<file path="config.mk">
export PLATFORM = sky130hd
export DESIGN_NAME = rs485_dir_ctl
export DESIGN_NICKNAME = d
export VERILOG_FILES = /design/src/rtl/rs485_dir_pkg.sv /design/src/rtl/rs485_turn_timer.sv /design/src/rtl/rs485_dir_fsm.sv /design/src/rtl/rs485_pin_mux.sv /design/src/rtl/rs485_dir_ctl.sv
export SDC_FILE = /design/constraint.sdc
export NUM_CORES = 1
export LEC_CHECK = 0
export ABC_AREA = 1
export BUFFER_PORTS_ARGS = -buffer_cell sky130_fd_sc_hd__buf_2
export CAP_MARGIN = 10
export CORE_MARGIN = 5
export CORE_UTILIZATION = 35
export CTS_BUF_LIST = sky130_fd_sc_hd__clkbuf_16
export CTS_CLUSTER_DIAMETER = 40
export DETAILED_ROUTE_END_ITERATION = 8
export PLACE_DENSITY = 0.55
export SETUP_SLACK_MARGIN = 0.4
export SLEW_MARGIN = 10
export SYNTH_ARGS = -nofsm -noshare
export SYNTH_HDL_FRONTEND = slang
export SYNTH_SLANG_ARGS = --single-unit
</file>
<file path="constraint.sdc">
create_clock -name clk -period 1.9 [get_ports clk]
set_input_delay 0.38 -clock clk [delete_from_list [all_inputs] [get_ports clk]]
set_output_delay 0.38 -clock clk [all_outputs]
set_load 0.02 [all_outputs]
</file>
<file path="src/rtl/rs485_dir_pkg.sv">
package rs485_dir_pkg;
  typedef enum logic [1:0] {
    DIR_RX   = 2'd0,
    DIR_TX   = 2'd1,
    DIR_HOLD = 2'd2
  } dir_state_e;
endpackage

</file>
<file path="src/rtl/rs485_turn_timer.sv">
module rs485_turn_timer #(
  parameter int CNT_W = 8
) (
  input  logic             clk,
  input  logic             rst_n,
  input  logic             load,
  input  logic [CNT_W-1:0] load_val,
  input  logic             dec,
  output logic             cnt_zero
);
  logic [CNT_W-1:0] cnt_q, cnt_d;
  logic             cnt_en;

  assign cnt_en = load | dec;

  always_comb begin
    cnt_d = cnt_q;
    if (load)     cnt_d = load_val;
    else if (dec) cnt_d = cnt_q - 1'b1;
  end

  always_ff @(posedge clk or negedge rst_n) begin
    if (!rst_n)      cnt_q <= '0;
    else if (cnt_en) cnt_q <= cnt_d;
  end

  assign cnt_zero = (cnt_q == '0);

  AST_DEC_NOT_ZERO: assert property (@(posedge clk) disable iff (!rst_n)
    dec |-> !cnt_zero);
  AST_DEC_STEP: assert property (@(posedge clk) disable iff (!rst_n)
    (dec && !load) |=> (cnt_q == $past(cnt_q) - 1'b1));
  AST_HOLD_VALUE: assert property (@(posedge clk) disable iff (!rst_n)
    (!load && !dec) |=> $stable(cnt_q));
endmodule

</file>
<file path="src/rtl/rs485_dir_fsm.sv">
module rs485_dir_fsm
  import rs485_dir_pkg::*;
(
  input  logic       clk,
  input  logic       rst_n,
  input  logic       active,
  input  logic       tx_busy,
  input  logic       tsr_empty,
  input  logic       bit_tick,
  input  logic       cnt_zero,
  output logic       cnt_load,
  output logic       cnt_dec,
  output logic       line_tx
);
  dir_state_e state_q, state_d;

  always_comb begin
    state_d  = state_q;
    cnt_load = 1'b0;
    cnt_dec  = 1'b0;
    if (!active) begin
      state_d = DIR_RX;
    end else begin
      unique case (state_q)
        DIR_RX: begin
          if (tx_busy) state_d = DIR_TX;
        end
        DIR_TX: begin
          if (!tx_busy && tsr_empty) begin
            state_d  = DIR_HOLD;
            cnt_load = 1'b1;
          end
        end
        DIR_HOLD: begin
          if (tx_busy) begin
            state_d = DIR_TX;
          end else if (bit_tick) begin
            if (cnt_zero) state_d = DIR_RX;
            else          cnt_dec = 1'b1;
          end
        end
        default: state_d = DIR_RX;
      endcase
    end
  end

  always_ff @(posedge clk or negedge rst_n) begin
    if (!rst_n) state_q <= DIR_RX;
    else        state_q <= state_d;
  end

  assign line_tx = (state_q != DIR_RX);

  AST_INACTIVE_RX: assert property (@(posedge clk) disable iff (!rst_n)
    !active |=> (state_q == DIR_RX));
  AST_BUSY_TX: assert property (@(posedge clk) disable iff (!rst_n)
    (active && tx_busy) |=> (state_q == DIR_TX));
  AST_TURN_ON_ZERO: assert property (@(posedge clk) disable iff (!rst_n)
    (active && state_q == DIR_HOLD && !tx_busy && bit_tick && cnt_zero)
      |=> (state_q == DIR_RX));
  AST_STAY_TX: assert property (@(posedge clk) disable iff (!rst_n)
    (active && state_q == DIR_TX && !tsr_empty) |=> (state_q == DIR_TX));
endmodule

</file>
<file path="src/rtl/rs485_pin_mux.sv">
module rs485_pin_mux (
  input  logic line_tx,
  input  logic ctl_on,
  input  logic use_dtr,
  input  logic pol_invert,
  input  logic sw_rts,
  input  logic sw_dtr,
  output logic rts_pin,
  output logic dtr_pin
);
  logic dir_level;

  assign dir_level = ~line_tx ^ pol_invert;

  always_comb begin
    rts_pin = sw_rts;
    dtr_pin = sw_dtr;
    if (ctl_on) begin
      if (use_dtr) dtr_pin = dir_level;
      else         rts_pin = dir_level;
    end
  end
endmodule

</file>
<file path="src/rtl/rs485_dir_ctl.sv">
module rs485_dir_ctl #(
  parameter int DELAY_W = 8
) (
  input  logic               clk,
  input  logic               rst_n,
  input  logic               bit_tick,
  input  logic               tx_busy,
  input  logic               tsr_empty,
  input  logic [DELAY_W-1:0] turn_delay,
  input  logic               multidrop_en,
  input  logic               dir_ctl_en,
  input  logic               use_dtr,
  input  logic               pol_invert,
  input  logic               sw_rts,
  input  logic               sw_dtr,
  output logic               rts_pin,
  output logic               dtr_pin
);
  logic ctl_on;
  logic cnt_load, cnt_dec, cnt_zero, line_tx;
  logic driven_pin, idle_pin;

  assign ctl_on = multidrop_en & dir_ctl_en;

  rs485_dir_fsm u_fsm (
    .clk       (clk),
    .rst_n     (rst_n),
    .active    (ctl_on),
    .tx_busy   (tx_busy),
    .tsr_empty (tsr_empty),
    .bit_tick  (bit_tick),
    .cnt_zero  (cnt_zero),
    .cnt_load  (cnt_load),
    .cnt_dec   (cnt_dec),
    .line_tx   (line_tx)
  );

  rs485_turn_timer #(.CNT_W(DELAY_W)) u_timer (
    .clk      (clk),
    .rst_n    (rst_n),
    .load     (cnt_load),
    .load_val (turn_delay),
    .dec      (cnt_dec),
    .cnt_zero (cnt_zero)
  );

  rs485_pin_mux u_mux (
    .line_tx    (line_tx),
    .ctl_on     (ctl_on),
    .use_dtr    (use_dtr),
    .pol_invert (pol_invert),
    .sw_rts     (sw_rts),
    .sw_dtr     (sw_dtr),
    .rts_pin    (rts_pin),
    .dtr_pin    (dtr_pin)
  );

  assign driven_pin = use_dtr ? dtr_pin : rts_pin;
  assign idle_pin   = use_dtr ? rts_pin : dtr_pin;

  AST_TX_LEVEL: assert property (@(posedge clk) disable iff (!rst_n)
    (ctl_on && tx_busy) ##1 ctl_on |-> (driven_pin == pol_invert));
  AST_OTHER_PIN: assert property (@(posedge clk) disable iff (!rst_n)
    ctl_on |-> (idle_pin == (use_dtr ? sw_rts : sw_dtr)));
  AST_OFF_FOLLOW: assert property (@(posedge clk) disable iff (!rst_n)
    !ctl_on |-> (rts_pin == sw_rts && dtr_pin == sw_dtr));
endmodule

</file>
==> results summary, run 1 <==
The flow ran to the end, but the final reports show violations. The final reports fail on negative hold slack. The die height is 58.2 um. The family of cells with the greatest summed delay on the critical path is flip-flops. The period utilization came out at 0.849. The Yosys warning count is 0. The number of buffers inserted during clock tree synthesis is 3. The longest individual stage delay on the worst path came out at 0.38 ns. The global routing stage identified its most utilized layer as met2. The clock period minus final worst setup slack came out at 1.61 ns. The worst endpoint required time is 1.52 ns. The total power came out at 995 uW. The highest fanout seen on the critical path is 2. Synthesis produced a netlist with a net count of 149. The share of post-route cells with drive strength above 1 is 0.327. The adder-cell area share of the yosys netlist is 0.0308. The initial standard-cell utilization of the core came out at 0.368.

The DRC violation count after routing came out at 0. The post-route setup TNS came out at 0 ns. Setup repair after global routing could not meet its margin everywhere. The worst-skew pair later-pin latency came out at 0.24 ns. The average size of a mapped cell came out at 6.35 um^2.

The largest net degree at the start of global routing came out at 12. The number of violations of the max-capacitance limit came out at 0. The detailed-placement wirelength estimate is 1.51 mm. The number of buffers on the longest clock path came out at 2. The number of nets in the layout came out at 179. The clock root buffer master is clkbuf_16. The final instance area came out at 1120 um^2. In this run the cell area measured after placement is 933 um^2.

The via count is 855. The combinational family with the most area after synthesis is simple AND/OR/NAND/NOR gates. The signal on the critical path passes through nor2_2 > xor2_1 > mux2i_1 > inv_1 > buf_6. The worst setup path is launched from a flop. For the pin with the worst max-slew slack, the measured transition is 0.286 ns. The cell area after synthesis is 813 um^2. STA classifies the critical path endpoint as a primary output. After clock tree synthesis, the clock-pin slew on the worst setup and hold paths is 0.04 ns.

The number of global-route vias before repair is 809. The overall overflow remaining after global route is 0. The total global-route track usage is 0.136. For this run, the register share of the synthesized area comes to 0.308. TritonCTS built the clock tree. The tightest min-delay check is of the in2async type. The fraction of synthesized area in multiplexers is 0.0246. The routed design has 2.04 mm of wire.

The initial antenna violation count came out at 0. The site row count came out at 17. The number of nets with antenna violations after routing is 0. The cell area power density is 888 nW/um^2. The setup path with the least slack is of type reg2out. The tightest hold margin is -0.000979 ns.

In this run the count of I/O pins placed on the die edge is 21. The fraction of met3 tracks used by global routing came out at 0.0245. For this run, the top clock speed supported by timing is 620 MHz.

The global routing met2 resource utilization is 0.226. The xor/xnor share of the synthesized area is 0.0108. The final-report setup violation count is 0. Setup slack closes at 0.287 ns. The number of vias per cell came out at 4.65. Once placement completed, the tool counted placed cells totaling 175. In this run the standard cell core region covers 2210 um^2.

Across all register-to-register paths, the minimum setup slack is 0.51 ns. The number of I/O port buffers came out at 20. The area growth from synthesis to layout came out at 37.8%.

The peak supply drop is 0.561 mV. The total count of hold-check failures in the final report is 3. The total buffers and inverters traversed by the critical path is 2. The die footprint came out at 3390 um^2. The worst max-slew margin expressed relative to the limit is 0.809. The die boundary width came out at 58.2 um. At the worst endpoint, the arrival time is 1.23 ns.

The first-pass GRT wire length came out at 3.46 mm. The static leakage is 0.603 nW. The register bit count reported by yosys is 10. The post-synthesis compound-gate area fraction was 0.0692.

The post-synthesis cell type count is 19. Of the total synthesized cell area, the portion taken by AND, OR, NAND and NOR gates is 0.446. For this block, the initial DRC count from the detailed router was 22. For the final database, setup skew stands at 0.000637 ns.

The pre-CTS worst setup slack is 0.333 ns. Hold repair after CTS inserted 0 buffers. The highest-delay cell along the critical path is dfrtp_1.

The number of slew-limit violations in the final report is 0. In this run the number of H-tree levels came out at 1. The met1 routing resource usage after global routing came out at 0.164. The layout filler cell count came out at 238.

Measured on the finished design, the core utilization comes to 0.507. The number of detailed-route iterations in the first pass is 4. The finished layout holds 184 standard cells, fillers aside.

The clock drives 10 sinks. In the synthesized netlist, the number of instances is 128. Dividing the detail-routed wire length by the instance count gives 11.1 um. 0 antenna diodes ended up in the layout. The global placer's final weighted congestion came out at 0.799.
flip-flops by register name, summed over array words and instances (netlist names):
signal / cells
u_timer.cnt_q: 8
u_fsm.state_q: 2
report_power, final:
part           switching, mW  total, mW  internal, mW
logic                  0.195      0.347         0.152
registers             0.0293      0.277         0.247
clock network         0.0989      0.372         0.273
total                  0.323      0.995         0.672
cells in the mapped netlist:
cell | n | share of area
o21ai_2 | 3 | 0.032
inv_1 | 15 | 0.069
nand4_2 | 1 | 0.015
mux2i_1 | 2 | 0.025
nand2_1 | 52 | 0.24
nand4_1 | 1 | 0.0077
nand3_2 | 1 | 0.012
nand3_1 | 12 | 0.074
inv_2 | 3 | 0.014
nor2_1 | 11 | 0.051
a21oi_1 | 2 | 0.012
dfrtp_1 | 10 | 0.31
o21ai_0 | 2 | 0.012
buf_6 | 2 | 0.028
xor2_1 | 1 | 0.011
o21ai_1 | 2 | 0.012
nor2_2 | 4 | 0.031
ha_1 | 2 | 0.031
nand2_2 | 2 | 0.015
cells by family after synthesis:
group                    count (synthesis)
buffers and inverters                   20
adder cells (fa/ha/maj)                  2
XOR/XNOR                                 1
multiplexers                             2
flip-flops                              10
AO/OA/AOI/OAI                            9
AND/OR/NAND/NOR                         84
worst reg2reg max path: cells and delay by family, from the launching register on:
| kind | cells | cell delay, ns |
|---|---|---|
| and+or+nand+nor | 5 | 0.49 |
| DFF | 1 | 0.38 |
| buffers and inverters | 2 | 0.29 |
| AOI/OAI and AO/OA | 1 | 0.12 |
layer usage:
metal	routed length (um)	vias up	part of all wire
met5	0	-	0
met4	51	0	0.025
li1	-	455	-
met3	131	5	0.064
met1	889	376	0.43
met2	972	19	0.48
final timing paths:
path                                        from               end  depth (start not counted)
worst max-delay path            u_fsm.state_q[0]           rts_pin                          5
worst min-delay path                       rst_n  u_timer.cnt_q[4]                          1
worst max register to register  u_fsm.state_q[1]  u_timer.cnt_q[0]                          8
worst min register to register  u_timer.cnt_q[6]  u_timer.cnt_q[6]                          2
max in group asynchronous                  rst_n  u_fsm.state_q[0]                          1
min in group clk                   turn_delay[6]  u_timer.cnt_q[6]                          5
layout make-up:
| type | instances | area, um^2 | area share |
|---|---|---|---|
| inverter | 18 | 70.1 | 0.0625 |
| multi-input combinational | 99 | 520 | 0.464 |
| tap | 28 | 35.0 | 0.0312 |
| sequential | 10 | 250 | 0.223 |
| clock buffer | 3 | 75.1 | 0.0670 |
| timing repair buffer | 26 | 170 | 0.152 |
placed cells by master (no fill, tap or decap), types with 3 or more instances in the layout:
master and n:
inv_2 5, nand3_1 11, dfrtp_1 10, o21ai_2 3, clkbuf_16 3, nor2_4 3
nor2_1 9, buf_2 18, inv_1 12, nor2_2 3, buf_4 5, nand2_1 52
repair_timing:
action / in CTS / in global routing
gates cloned: 0 / 1
gates resized for setup: 8 / 9
endpoints found under the setup margin: 10 / 10
setup buffers: 1 / 4
pin swaps: 2 / 3
Note: power is estimated with default switching activity, not from simulation.
==> run 2, diff against run 1 <==
--- a/config.mk
+++ b/config.mk
@@ -5,7 +5,7 @@
 export SDC_FILE = /design/constraint.sdc
 export NUM_CORES = 1
 export LEC_CHECK = 0
-export ABC_AREA = 1
+export ABC_AREA = 0
 export BUFFER_PORTS_ARGS = -buffer_cell sky130_fd_sc_hd__buf_2
 export CAP_MARGIN = 10
 export CORE_MARGIN = 5
@@ -13,7 +13,7 @@
 export CTS_BUF_LIST = sky130_fd_sc_hd__clkbuf_16
 export CTS_CLUSTER_DIAMETER = 40
 export DETAILED_ROUTE_END_ITERATION = 8
-export PLACE_DENSITY = 0.55
+export PLACE_DENSITY = 0.57
 export SETUP_SLACK_MARGIN = 0.4
 export SLEW_MARGIN = 10
 export SYNTH_ARGS = -nofsm -noshare
==> constraint.sdc (replaced) <==
create_clock -name clk -period 1.5 [get_ports clk]
set_input_delay 0.3 -clock clk [delete_from_list [all_inputs] [get_ports clk]]
set_output_delay 0.3 -clock clk [all_outputs]
set_load 0.02 [all_outputs]
==> run 2 against run 1 <==
Compared with the run above:
- the flow finishes with violations (negative setup slack)
- flip-flop and latch count unchanged
- area after synthesis is 21% lower
- cell count fell by 26%
- routed wire length decreased by 18%
- critical path depth fell by 1
- clock-buffer cell count unchanged
- combinational power decreased by 4%
- critical endpoint is now u_timer.cnt_q[2]
- highest routed layer is now met3
==> results summary, run 2 <==
The run finished, with violations left. The final reports fail on negative setup slack. The number of buffers inserted during clock tree synthesis is 3 (unchanged). The number of H-tree branching levels came out at 1 (unchanged). The average size of a mapped cell is 9.19 um^2 (+45%). The number of DRC markers after the initial detailed-route iteration is 4 (-82%).

The register-to-register path setup slack is -0.11 ns (-0.62 ns). Setup repair after global routing could not meet its margin everywhere. The worst setup path is captured at a flop. The site row count is 15 (-2). The peak supply drop came to 0.905 mV (+61%). The final instance area is 1060 um^2 (-5.7%). The number of sinks driven by the clock tree is 10 (unchanged).

The post-placement cell area is 925 um^2 (-0.94%). The first-pass GRT wire length came out at 2.73 mm (-21%). The routed wire length was 1.68 mm (-18%). The placeable core area came out at 1750 um^2 (-21%). The critical path ends at u_timer.cnt_q[2]. The average wire per standard cell came out at 12.4 um (+11%). The pin slew with the least headroom to its limit is 0.271 ns (-0.0144 ns).

The number of nets in the layout is 133 (-26%). The clock period minus final worst setup slack is 1.61 ns. The number of buffers on the longest clock path is 2 (unchanged). The worst setup path is of the reg2reg kind. The die footprint came out at 2790 um^2 (-18%). The period utilization is 1.07.

STA classifies the critical path startpoint as a flop. The tightest hold margin is 0.272 ns (+0.273 ns). The number of nets with antenna violations after routing is 0 (unchanged). The largest registers in the layout are u_timer.cnt_q: 8 flops, u_fsm.state_q: 2 flops. The total global-route track usage is 0.135 (-0.00112). The class of the most critical hold timing path is in2reg. The initial antenna violation count is 0 (unchanged). The global placer's final weighted congestion came out at 0.722 (-9.6%). The number of global-route vias before repair came to 630 (-22%). The share of async-settable or async-resettable flops after synthesis came out at 1.00 (unchanged). Among all flip-flop cells after synthesis, the most frequent one is dfrtp_1. Clock tree synthesis selected as its root buffer the cell clkbuf_16. Among all cell types in the netlist, the one instantiated most often is dfrtp_1. The most common cell after layout, fill and taps aside is buf_2.

The wire length the detailed router placed on met1 came out at 756 um (-15%). The detailed-placement wirelength estimate is 1.21 mm (-20%). The number of I/O port buffers came to 20 (unchanged). After detailed routing, no signal wire sits above met3. The flip-flop count of the largest register after layout came out at 8 (unchanged). The worst reg2reg path depth is 4 (-4). The largest net degree at the start of global routing came out at 11 (-1). The clock skew came out at 0.00108 ns (+0.000445 ns).

The area growth from synthesis to layout came out at 64.4%. The largest total area in the synthesized netlist belongs to dfrtp_1. The synthesized netlist cell count came out at 70 (-45%). The cell area after synthesis came out at 643 um^2 (-21%). The length of routed met3 wiring is 95 um (-27%). The final-report setup violation count was 6 (+6). The layout filler cell count came out at 169 (-29%). The worst-skew pair later-pin latency came out at 0.24 ns (about the same). The post-synthesis sequential area ratio came out at 0.389 (+0.0814). The synthesized net count is 91 (-39%). The number of violations of the max-capacitance limit came to 0 (unchanged).

The top cell type's share of synthesized area came out at 0.389 (+0.0814). The antenna diode count was 0 (unchanged). The critical path starts at u_timer.cnt_q[4]. The count of boundary I/O pins came to 21 (unchanged). The highest fanout seen on the critical path is 5 (+3). The met2 routed wirelength came out at 830 um (-15%). The worst endpoint required time is 1.62 ns (+0.10 ns). The die boundary width is 52.9 um (-9.2%). The clock transition at the registers of the reported paths was 0.04 ns (about the same). The launch instance of the worst register-to-register path is u_timer.cnt_q[4]. The DRC violation count after routing came to 0 (unchanged). The via count came out at 653 (-24%).

The share of post-route cells with drive strength above 1 was 0.505 (+0.178). The number of detailed-route iterations in the first pass came to 4 (unchanged). The overall overflow remaining after global route came out at 0 (unchanged).

The static leakage is 0.485 nW (-20%). The maximum clock rate came out at 622 MHz. The critical path data arrival time came out at 1.73 ns (+0.50 ns). The Yosys warning count came out at 0 (unchanged). The die height came out at 52.9 um (-9.2%). The register bit count reported by yosys is 10 (unchanged). The worst max-slew margin expressed relative to the limit came out at 0.818 (+0.00976). The post-synthesis cell type count is 27 (+8). The initial standard-cell utilization of the core is 0.368 (+0.000812). The minimum setup slack in the final design is -0.108 ns (-0.395 ns). By area the synthesized netlist is led by dfrtp_1, xnor2_1, mux2_2. The cell area power density is 1100 nW/um^2 (+24%). TritonCTS built the clock tree.

The total count of hold-check failures in the final report came out at 0 (-3). The register with the most flip-flops in the final layout is u_timer.cnt_q. The number of enable flip-flop cells after synthesis came to 0 (unchanged). The top cell types in the final layout, fill and taps aside, are buf_2, buf_4, dfrtp_1, nand2_1, nor2_1. The commonest cells after synthesis are dfrtp_1, nand2_1, nor2_1. The number of slew-limit violations in the final report is 0 (unchanged). In this run the critical register-to-register path is captured at u_timer.cnt_q[2].

The number of vias per cell is 4.80 (+3.3%).
[run 2: changes by cell type after synthesis, sizes merged, moves of 3 or more]
cell	before	now
inv	18	4
nand2	54	9
xnor2	0	4
nor2	15	6
nand3	13	2
mux2	0	3
[run 2: cells by family (layout without fill, tap and decap cells)]
family	count (synthesis)	count (layout)	synth area share
muxes	3	3	0.0525
adders and majority gates	2	2	0.0389
AOI/OAI and AO/OA	14	14	0.126
buffers and inverters	5	46	0.0292
DFF	10	10	0.389
xor gates and xnor gates	7	7	0.0953
and+or+nand+nor	29	29	0.269
[run 2: how the worst min path moves through the flow]
stage | cells after the start | from | to | slack, ns
after floorplan | 0 | rst_n | u_fsm.state_q[0] | 0.004
after global placement | 1 | rst_n | u_timer.cnt_q[7] | 0.18
after detailed placement | 1 | rst_n | u_timer.cnt_q[6] | 0.18
after CTS | 3 | turn_delay[4] | u_timer.cnt_q[4] | 0.27
after global routing | 2 | turn_delay[1] | u_timer.cnt_q[1] | 0.29
final | 3 | turn_delay[4] | u_timer.cnt_q[4] | 0.27
[run 2: power by group]
part,total (mW),internal [mW],switching [mW]
combinational,0.333,0.187,0.146
sequential,0.343,0.308,0.0353
clock,0.483,0.350,0.133
total,1.16,0.845,0.315
[run 2: per-layer routing]
layer,global-route usage,vias up
met3,0.0592,0
li1,-,331
met1,0.173,306
met5,0,-
met4,0.0128,0
met2,0.217,16
[run 2: metrics by stage]
step | setup TNS, ns | cells | setup WS [ns] | total power [mW] | utilization
5_1_grt | -1.08 | 136 | -0.166 | 1.23 | 0.606
4_1_cts | -0.172 | 135 | -0.0729 | 1.15 | 0.599
2_1_floorplan | -0.0367 | 70 | -0.0250 | 0.502 | -
6_report | -0.293 | 136 | -0.108 | 1.16 | 0.606
3_3_place_gp | -0.166 | 130 | -0.0480 | 0.638 | 0.530
3_5_place_dp | -0.207 | 130 | -0.0759 | 0.642 | 0.530
[run 2: layout make-up]
class                   count  area, um^2  area share
clock inverters             1        3.75     0.00355
multi-input cells          55         427       0.404
clock buffers               3        75.1      0.0710
well taps                  25        31.3      0.0296
inverters                   4        15.0      0.0142
repair buffers             38         254       0.240
flip-flops and latches     10         251       0.238
[run 2: worst max-delay path: stages, from the launching register on]
cell	delay, ns
dfrtp_1	0.41
nor4_4	0.34
a31oi_2	0.18
mux2_2	0.30
mux2_2	0.26
[run 2: repair_timing]
item | 4_1_cts | 5_1_grt
hold buffers | 1 | 0
pin swaps | 7 | 4
endpoints found under the hold margin | 10 | 0
resized for setup | 12 | 1
setup endpoints to repair | 11 | 11
buffers inserted | 0 | 1
